$ cat src/rtl/prescaler_pkg.sv
package prescaler_pkg;

  // Strobes passed from control to datapath once per oscillator cycle.
  typedef struct packed {
    logic wrap;     // current period ends on this edge
    logic capture;  // divide value written on this edge
  } ctrlStrb_t;

endpackage

$ cat src/rtl/prescaler_datapath.sv
module prescaler_datapath
  import prescaler_pkg::*;
#(
  parameter int DIV_W = 8
) (
  input  logic                 clk,
  input  logic                 rstN,
  input  ctrlStrb_t            strb,
  input  logic [DIV_W-1:0]     divData,
  input  logic                 compatHalf,
  output logic [DIV_W:0]       cnt,
  output logic [DIV_W:0]       lim
);
  localparam int CNT_W = DIV_W + 1;

  logic [DIV_W-1:0] pendDiv;
  logic [DIV_W-1:0] activeDiv;
  logic [DIV_W-1:0] nextDiv;

  // The period limit is ratio-1. For N>0 the ratio is 2(N+1), so the limit is 2N+1.
  always_comb begin
    if (activeDiv == '0) lim = {{DIV_W{1'b0}}, compatHalf};
    else                 lim = {activeDiv, 1'b1};
  end

  assign nextDiv = strb.capture ? divData : pendDiv;

  always_ff @(posedge clk or negedge rstN) begin
    if (!rstN) begin
      pendDiv   <= '0;
      activeDiv <= '0;
      cnt       <= '0;
    end else begin
      if (strb.capture) pendDiv <= divData;
      if (strb.wrap) begin
        activeDiv <= nextDiv;
        cnt       <= '0;
      end else begin
        cnt <= cnt + CNT_W'(1);
      end
    end
  end

  // counter stays inside the active period
  a_r8_cnt_in_range: assert property (@(posedge clk) disable iff (!rstN)
    cnt <= lim);

  // the active value changes only at a period boundary
  a_r6_active_hold: assert property (@(posedge clk) disable iff (!rstN)
    !strb.wrap |=> $stable(activeDiv));

endmodule

$ cat src/rtl/prescaler_ctrl.sv
module prescaler_ctrl
  import prescaler_pkg::*;
#(
  parameter int DIV_W = 8
) (
  input  logic             clk,
  input  logic             rstN,
  input  logic             divWr,
  input  logic [DIV_W:0]   cnt,
  input  logic [DIV_W:0]   lim,
  output ctrlStrb_t        strb,
  output logic             tickQ
);

  always_comb begin
    strb.wrap    = (cnt == lim);
    strb.capture = divWr;
  end

  always_ff @(posedge clk or negedge rstN) begin
    if (!rstN) tickQ <= 1'b0;
    else       tickQ <= strb.wrap;
  end

  // a pulse is one cycle wide whenever the ratio exceeds 1
  a_r5_single_cycle: assert property (@(posedge clk) disable iff (!rstN)
    (tickQ && lim != '0) |=> !tickQ);

endmodule

$ cat src/rtl/cpu_clk_prescaler.sv
module cpu_clk_prescaler
  import prescaler_pkg::*;
#(
  parameter int DIV_W = 8
) (
  input  logic             clk,
  input  logic             rstN,
  input  logic             divWr,
  input  logic [DIV_W-1:0] divData,
  input  logic             compatHalf,
  output logic             cpuClkEn
);
  localparam int CNT_W = DIV_W + 1;

  ctrlStrb_t        strb;
  logic [CNT_W-1:0] cnt;
  logic [CNT_W-1:0] lim;
  logic             tickQ;

  prescaler_ctrl #(.DIV_W(DIV_W)) ctrl_i (
    .clk   (clk),
    .rstN  (rstN),
    .divWr (divWr),
    .cnt   (cnt),
    .lim   (lim),
    .strb  (strb),
    .tickQ (tickQ)
  );

  prescaler_datapath #(.DIV_W(DIV_W)) dp_i (
    .clk        (clk),
    .rstN       (rstN),
    .strb       (strb),
    .divData    (divData),
    .compatHalf (compatHalf),
    .cnt        (cnt),
    .lim        (lim)
  );

  assign cpuClkEn = tickQ;

  // every pulse coincides with a fresh period start
  a_r1_pulse_at_start: assert property (@(posedge clk) disable iff (!rstN)
    cpuClkEn |-> cnt == '0);

  // the half-rate setting never yields back-to-back pulses
  a_r3_half_rate: assert property (@(posedge clk) disable iff (!rstN)
    (cpuClkEn && lim == CNT_W'(1)) |=> !cpuClkEn);

endmodule

$ cat config.mk
export PLATFORM = sky130hd
export DESIGN_NAME = cpu_clk_prescaler
export DESIGN_NICKNAME = d
export VERILOG_FILES = /design/src/rtl/prescaler_pkg.sv /design/src/rtl/prescaler_datapath.sv /design/src/rtl/prescaler_ctrl.sv /design/src/rtl/cpu_clk_prescaler.sv
export SDC_FILE = /design/constraint.sdc
export NUM_CORES = 1
export LEC_CHECK = 0
export BUFFER_PORTS_ARGS = -buffer_cell sky130_fd_sc_hd__buf_2
export CAP_MARGIN = 20
export CORE_MARGIN = 2
export CORE_UTILIZATION = 38
export CTS_BUF_LIST = sky130_fd_sc_hd__clkbuf_16
export CTS_CLUSTER_DIAMETER = 60
export DETAILED_ROUTE_END_ITERATION = 8
export HOLD_SLACK_MARGIN = 0.05
export MAX_ROUTING_LAYER = met4
export PLACE_DENSITY = 0.58
export SKIP_LAST_GASP = 1
export SLEW_MARGIN = 40
export SYNTH_ARGS = -nofsm -noshare
export SYNTH_HDL_FRONTEND = slang
export SYNTH_SLANG_ARGS = --single-unit
$ cat constraint.sdc
create_clock -name clk -period 5.5 [get_ports clk]
set_clock_uncertainty 0.05 [all_clocks]
set_input_delay 0.275 -clock clk [delete_from_list [all_inputs] [get_ports clk]]
set_output_delay 0.275 -clock clk [all_outputs]
set_load 0.01 [all_outputs]
**After elaboration in Yosys (flattened, before gate mapping)**

Index checks and enable logic that the tools add are counted.
Widths: inputs -> output; s select.

- Input bits: 12
- Register bits: 26
- Word-level logic and storage cells: 10
- Latch bits: 0
- Memory bits (read-only): 0
- RAM bits: 0
- Output and inout bits: 1
- Memories kept: 0

- Shifts and indexed selects: 0
- Mux-type cells: 3
- Bitwise logic cells: 0
- $add $sub $neg: 1
- Multipliers: 0
- Div/mod/pow operators: 0
- Equality and inequality tests: 1
- Order comparisons: 0
- Reduce and logical (&&, ||, !) cells: 1

Operators with widths:

| operator | count |
|---|---|
| $mux 9 | 2 |
| $add 9x1->9 const B | 1 |
| $eq 9x9->1 | 1 |
| $logic_not 8->1 | 1 |
| $mux 8 | 1 |

**Logic depth before layout (Yosys ltp)**

- Word-level depth: 4
- Mapped depth: 5
- Gate-level depth less buffers: 5

**Cells and area by module**

A second synthesis with hierarchy kept.

- Cells, all modules: 98
- Area, all modules: 1,169.9 µm²

By module, submodules not included:

| module | seq. area each (µm²) | times used | cells each | area each (µm²) |
|---|---|---|---|---|
| prescaler_datapath | 625.6 | 1 | 84 | 1,034.7 |
| prescaler_ctrl | 25.0 | 1 | 14 | 135.1 |

**Least setup slack after synthesis**

OpenSTA, ideal clock, no wires.

- Path kind: register -> register
- Start: register dp_i.activeDiv[4]
- End: register dp_i.activeDiv[2]
- Data required time: 5.325 ns
- Data arrival time: 2.170 ns
- Period minus slack after synthesis: 2.344 ns
- Stages on the path, launching flop included: 5
- Setup time: 0.125 ns
- Path slack: 3.156 ns
- Path buffers: 0
- Path through: dfrtp_1 or4_1 or4_4 a211oi_4 mux2_2

- Longest elaborated chain between the ends: 3

Ends and longest elaborated chain:

| item | line | RTL |
|---|---|---|
| start: declaration | prescaler_datapath.sv:17 | `logic [DIV_W-1:0] activeDiv;` |
| start signal: assignment | prescaler_datapath.sv:36 | `activeDiv <= nextDiv;` |
| $logic_not 8->1 | prescaler_datapath.sv:22 | `if (activeDiv == '0) lim = {{DIV_W{1'b0}}, compatHalf};` |
| $mux 9 * | prescaler_datapath.sv:22 |  |
| $eq 9x9->1 * | prescaler_ctrl.sv:16 | `strb.wrap = (cnt == lim);` |

Every way passes the cells marked *; elsewhere a longest branch is shown, timed or not.
A chain may end at the register's enable or synchronous reset.

**Worst setup path after layout**

- Start: register dp_i.activeDiv[4]
- End: register dp_i.activeDiv[4]

The elaborated chain is that of the path after synthesis.

==> impl_metrics.yaml <==
timing:
  setup_viol: 0
  finalCriticalPeriod_ns: 2.72
  finalHoldViolations: 0
  timing.fmax_ghz: 0.368
  drv_slew: 0
  rsz0062_at_grt: "false"
  tightest_slew_ns: 0.668
  slew_headroom: 0.554
  fin_tns_setup_ns: 0
  timing.final.crit_share: 0.494
final_layout:
  syn_to_final_growth_pct: 17.2
  finalNonFillerCells: 141
  nets: 122
  antenna_cells: 0
  drive_above_1_share: 0.315
  post-route-util: 0.457
cts:
  cts_tree: "done"
  clkTransAtPathRegs_ns: 0.07
  numCtsBuffers: 3
  cts_max_path_buffers: 2
  cts_sinks: 26
  cts-htree-levels: 1
  clk_latency_ns: 0.26
  cts-resized-gates: 0
  cts-root-buf: "clkbuf_16"
drt:
  wl_per_cell_um: 15.1
  drt_iter0_drc: 25
  avgViaCountPerCell: 5.15
  vias: 726
  drt_first_pass_iters: 3
  ant_nets: 0
  drc: 0
  routed_wirelength_mm: 2.13
floorplanning:
  start_util: 0.390
  core-area_um2: 3000
  row_count: 20
  die_height_um: 59.5
  die_area_um2: 3540
  io_pins: 13
  fp.dieW_um: 59.5
pwr:
  clock_power_share: 0.297
  power.switching_mw: 0.211
  power_density_nw_per_um2: 515
  swShare: 0.298
  peakVddDrop_mv: 0.151
  p_seq_frac: 0.448
  p_leak_nw: 0.587
  p_int_mw: 0.496
  power_frac_comb: 0.256
synthesis:
  synth_seq_area_share: 0.556
  syn-num-nets: 106
  netlist_area_um2: 1170
  synthCells: 93
  synthDistinctLibCells: 26
  syn_avg_cell_area_um2: 12.6
  yosys_warnings: 0
  ys_seq_elements: 26
critical_path:
  cp_max_fo: 16
  path_delay_family: "simple AND/OR/NAND/NOR gates"
  path_buf_inv: 0
  slowest_stage: "a211oi_4"
  worstSetupPathType: "reg -> reg"
  cp.arrival_ns: 2.82
  cp_slowest_stage_delay_ns: 0.63
  end_kind: "flop"
  path_cells: "or4_1, or4_4, a211oi_4, mux2_2"
  worstSetupStartpointType: "flop"
  worstPathRequired_ns: 5.60
global_route:
  grt_overflow: 0
  grt_pass1_vias: 806
  grt_pass1_wl_mm: 3.62
  grtUsageTotal: 0.145
  antenna_found_initial: 0
  grt_max_degree: 27
job:
  drv_cap: 0
place:
  placed_cells: 136
  io_buffers: 12
  hpwl_mm: 1.57
  place_congestion: 0.754
worst_hold_path:
  hp-class: "in -> reg"
outcome:
  status: "finished clean"
flip-flops by register name, indices dropped and copies added (netlist names):
register and count:
dp_i.pendDiv 8, ctrl_i.tickQ 1, dp_i.cnt 9, dp_i.activeDiv 8
stage by stage:
| step | power [mW] | area (um2) | hold slack (ns) | setup WS, ns |
|---|---|---|---|---|
| floorplan | 0.453 | 1170 | -0.0706 | 3.16 |
| detailed placement | 0.501 | 1260 | 0.254 | 2.74 |
| global placement | 0.494 | 1260 | 0.243 | 2.82 |
| finish | 0.708 | 1370 | 0.209 | 2.78 |
| CTS | 0.714 | 1370 | 0.210 | 2.73 |
| global route | 0.750 | 1370 | 0.212 | 2.65 |
power by group through the flow:
stage	Sequential (mW)	Clock, mW	Combinational [mW]
finish	0.317	0.210	0.181
global route	0.326	0.219	0.205
CTS	0.317	0.213	0.184
detailed placement	0.319	0	0.182
global placement	0.318	0	0.176
floorplan	0.300	0	0.152
per-layer routing:
metal | vias up | GRT usage | wire [um]
met3 | 5 | 0.0328 | 66
met4 | 0 | 0.0667 | 42
met5 | - | - | 0
met2 | 10 | 0.251 | 1100
li1 | 357 | - | -
met1 | 354 | 0.157 | 920
cells by family after synthesis:
| family | after synthesis | synth area share |
|---|---|---|
| buf+inv | 3 | 0.0160 |
| simple gates | 28 | 0.126 |
| mux | 12 | 0.115 |
| fa+ha+maj | 1 | 0.0107 |
| xor+xnor | 14 | 0.105 |
| flops | 26 | 0.556 |
| compound gates | 9 | 0.0716 |
synth_stat cells:
cell | instances | area [um2]
nand3_1 | 1 | 5.00
ha_1 | 1 | 12.5
mux2_2 | 12 | 135
nor2_1 | 8 | 30.0
clkbuf_1 | 1 | 3.75
or2_2 | 1 | 6.26
buf_6 | 1 | 11.3
a21oi_1 | 2 | 10.0
or4_1 | 1 | 7.51
nand4_1 | 3 | 18.8
or4_4 | 1 | 11.3
and3_1 | 1 | 6.26
a22o_1 | 2 | 17.5
xor2_1 | 3 | 26.3
dfrtp_1 | 26 | 651
inv_1 | 1 | 3.75
o2bb2ai_1 | 1 | 8.76
nand2_1 | 4 | 15.0
a211oi_4 | 1 | 20.0
a22o_2 | 2 | 20.0
and2_1 | 1 | 6.26
and2b_2 | 1 | 8.76
nor3_1 | 4 | 20.0
or3_1 | 2 | 12.5
xnor2_1 | 11 | 96.3
o31ai_1 | 1 | 7.51
path summary, 6_finish.rpt:
path | from | endpoint | cells past startpoint | slack, ns
max in group asynchronous | rstN | dp_i.cnt[0] | 2 | 4.54
max | dp_i.activeDiv[4] | dp_i.activeDiv[4] | 4 | 2.78
max reg2reg | dp_i.activeDiv[4] | dp_i.activeDiv[4] | 4 | 2.78
min in group asynchronous | rstN | dp_i.activeDiv[0] | 2 | 0.49
min | divData[7] | dp_i.pendDiv[7] | 2 | 0.21
min reg2reg | dp_i.pendDiv[7] | dp_i.pendDiv[7] | 1 | 0.45
repair_timing:
item | 4_1_cts | 5_1_grt
buffers inserted | 0 | 0
hold buffers | 1 | 0
endpoints found under the hold margin | 26 | 0
cell usage in the layout (no fill, tap or decap), types with 2 or more instances in the layout:
cell / netlist / final
mux2_2: 12 / 12
a22o_2: 2 / 2
a22o_1: 2 / 2
a21oi_1: 2 / 2
nand2_1: 4 / 4
clkbuf_16: 0 / 3
nor3_1: 4 / 4
nand4_1: 3 / 3
buf_2: 0 / 12
dfrtp_1: 26 / 26
xor2_1: 3 / 3
xnor2_1: 11 / 11
or3_1: 2 / 2
nor2_1: 8 / 8
cell type report:
| class | instances | area (um2) |
|---|---|---|
| clock buffers | 3 | 75.1 |
| clock inverters | 1 | 30.0 |
| fillers | 292 | 1630 |
| inverters | 1 | 3.75 |
| multi-input cells | 64 | 502 |
| flip-flops and latches | 26 | 651 |
| well taps | 33 | 41.3 |
| repair buffers | 13 | 70.1 |
Power figures use the tool's default switching activity.
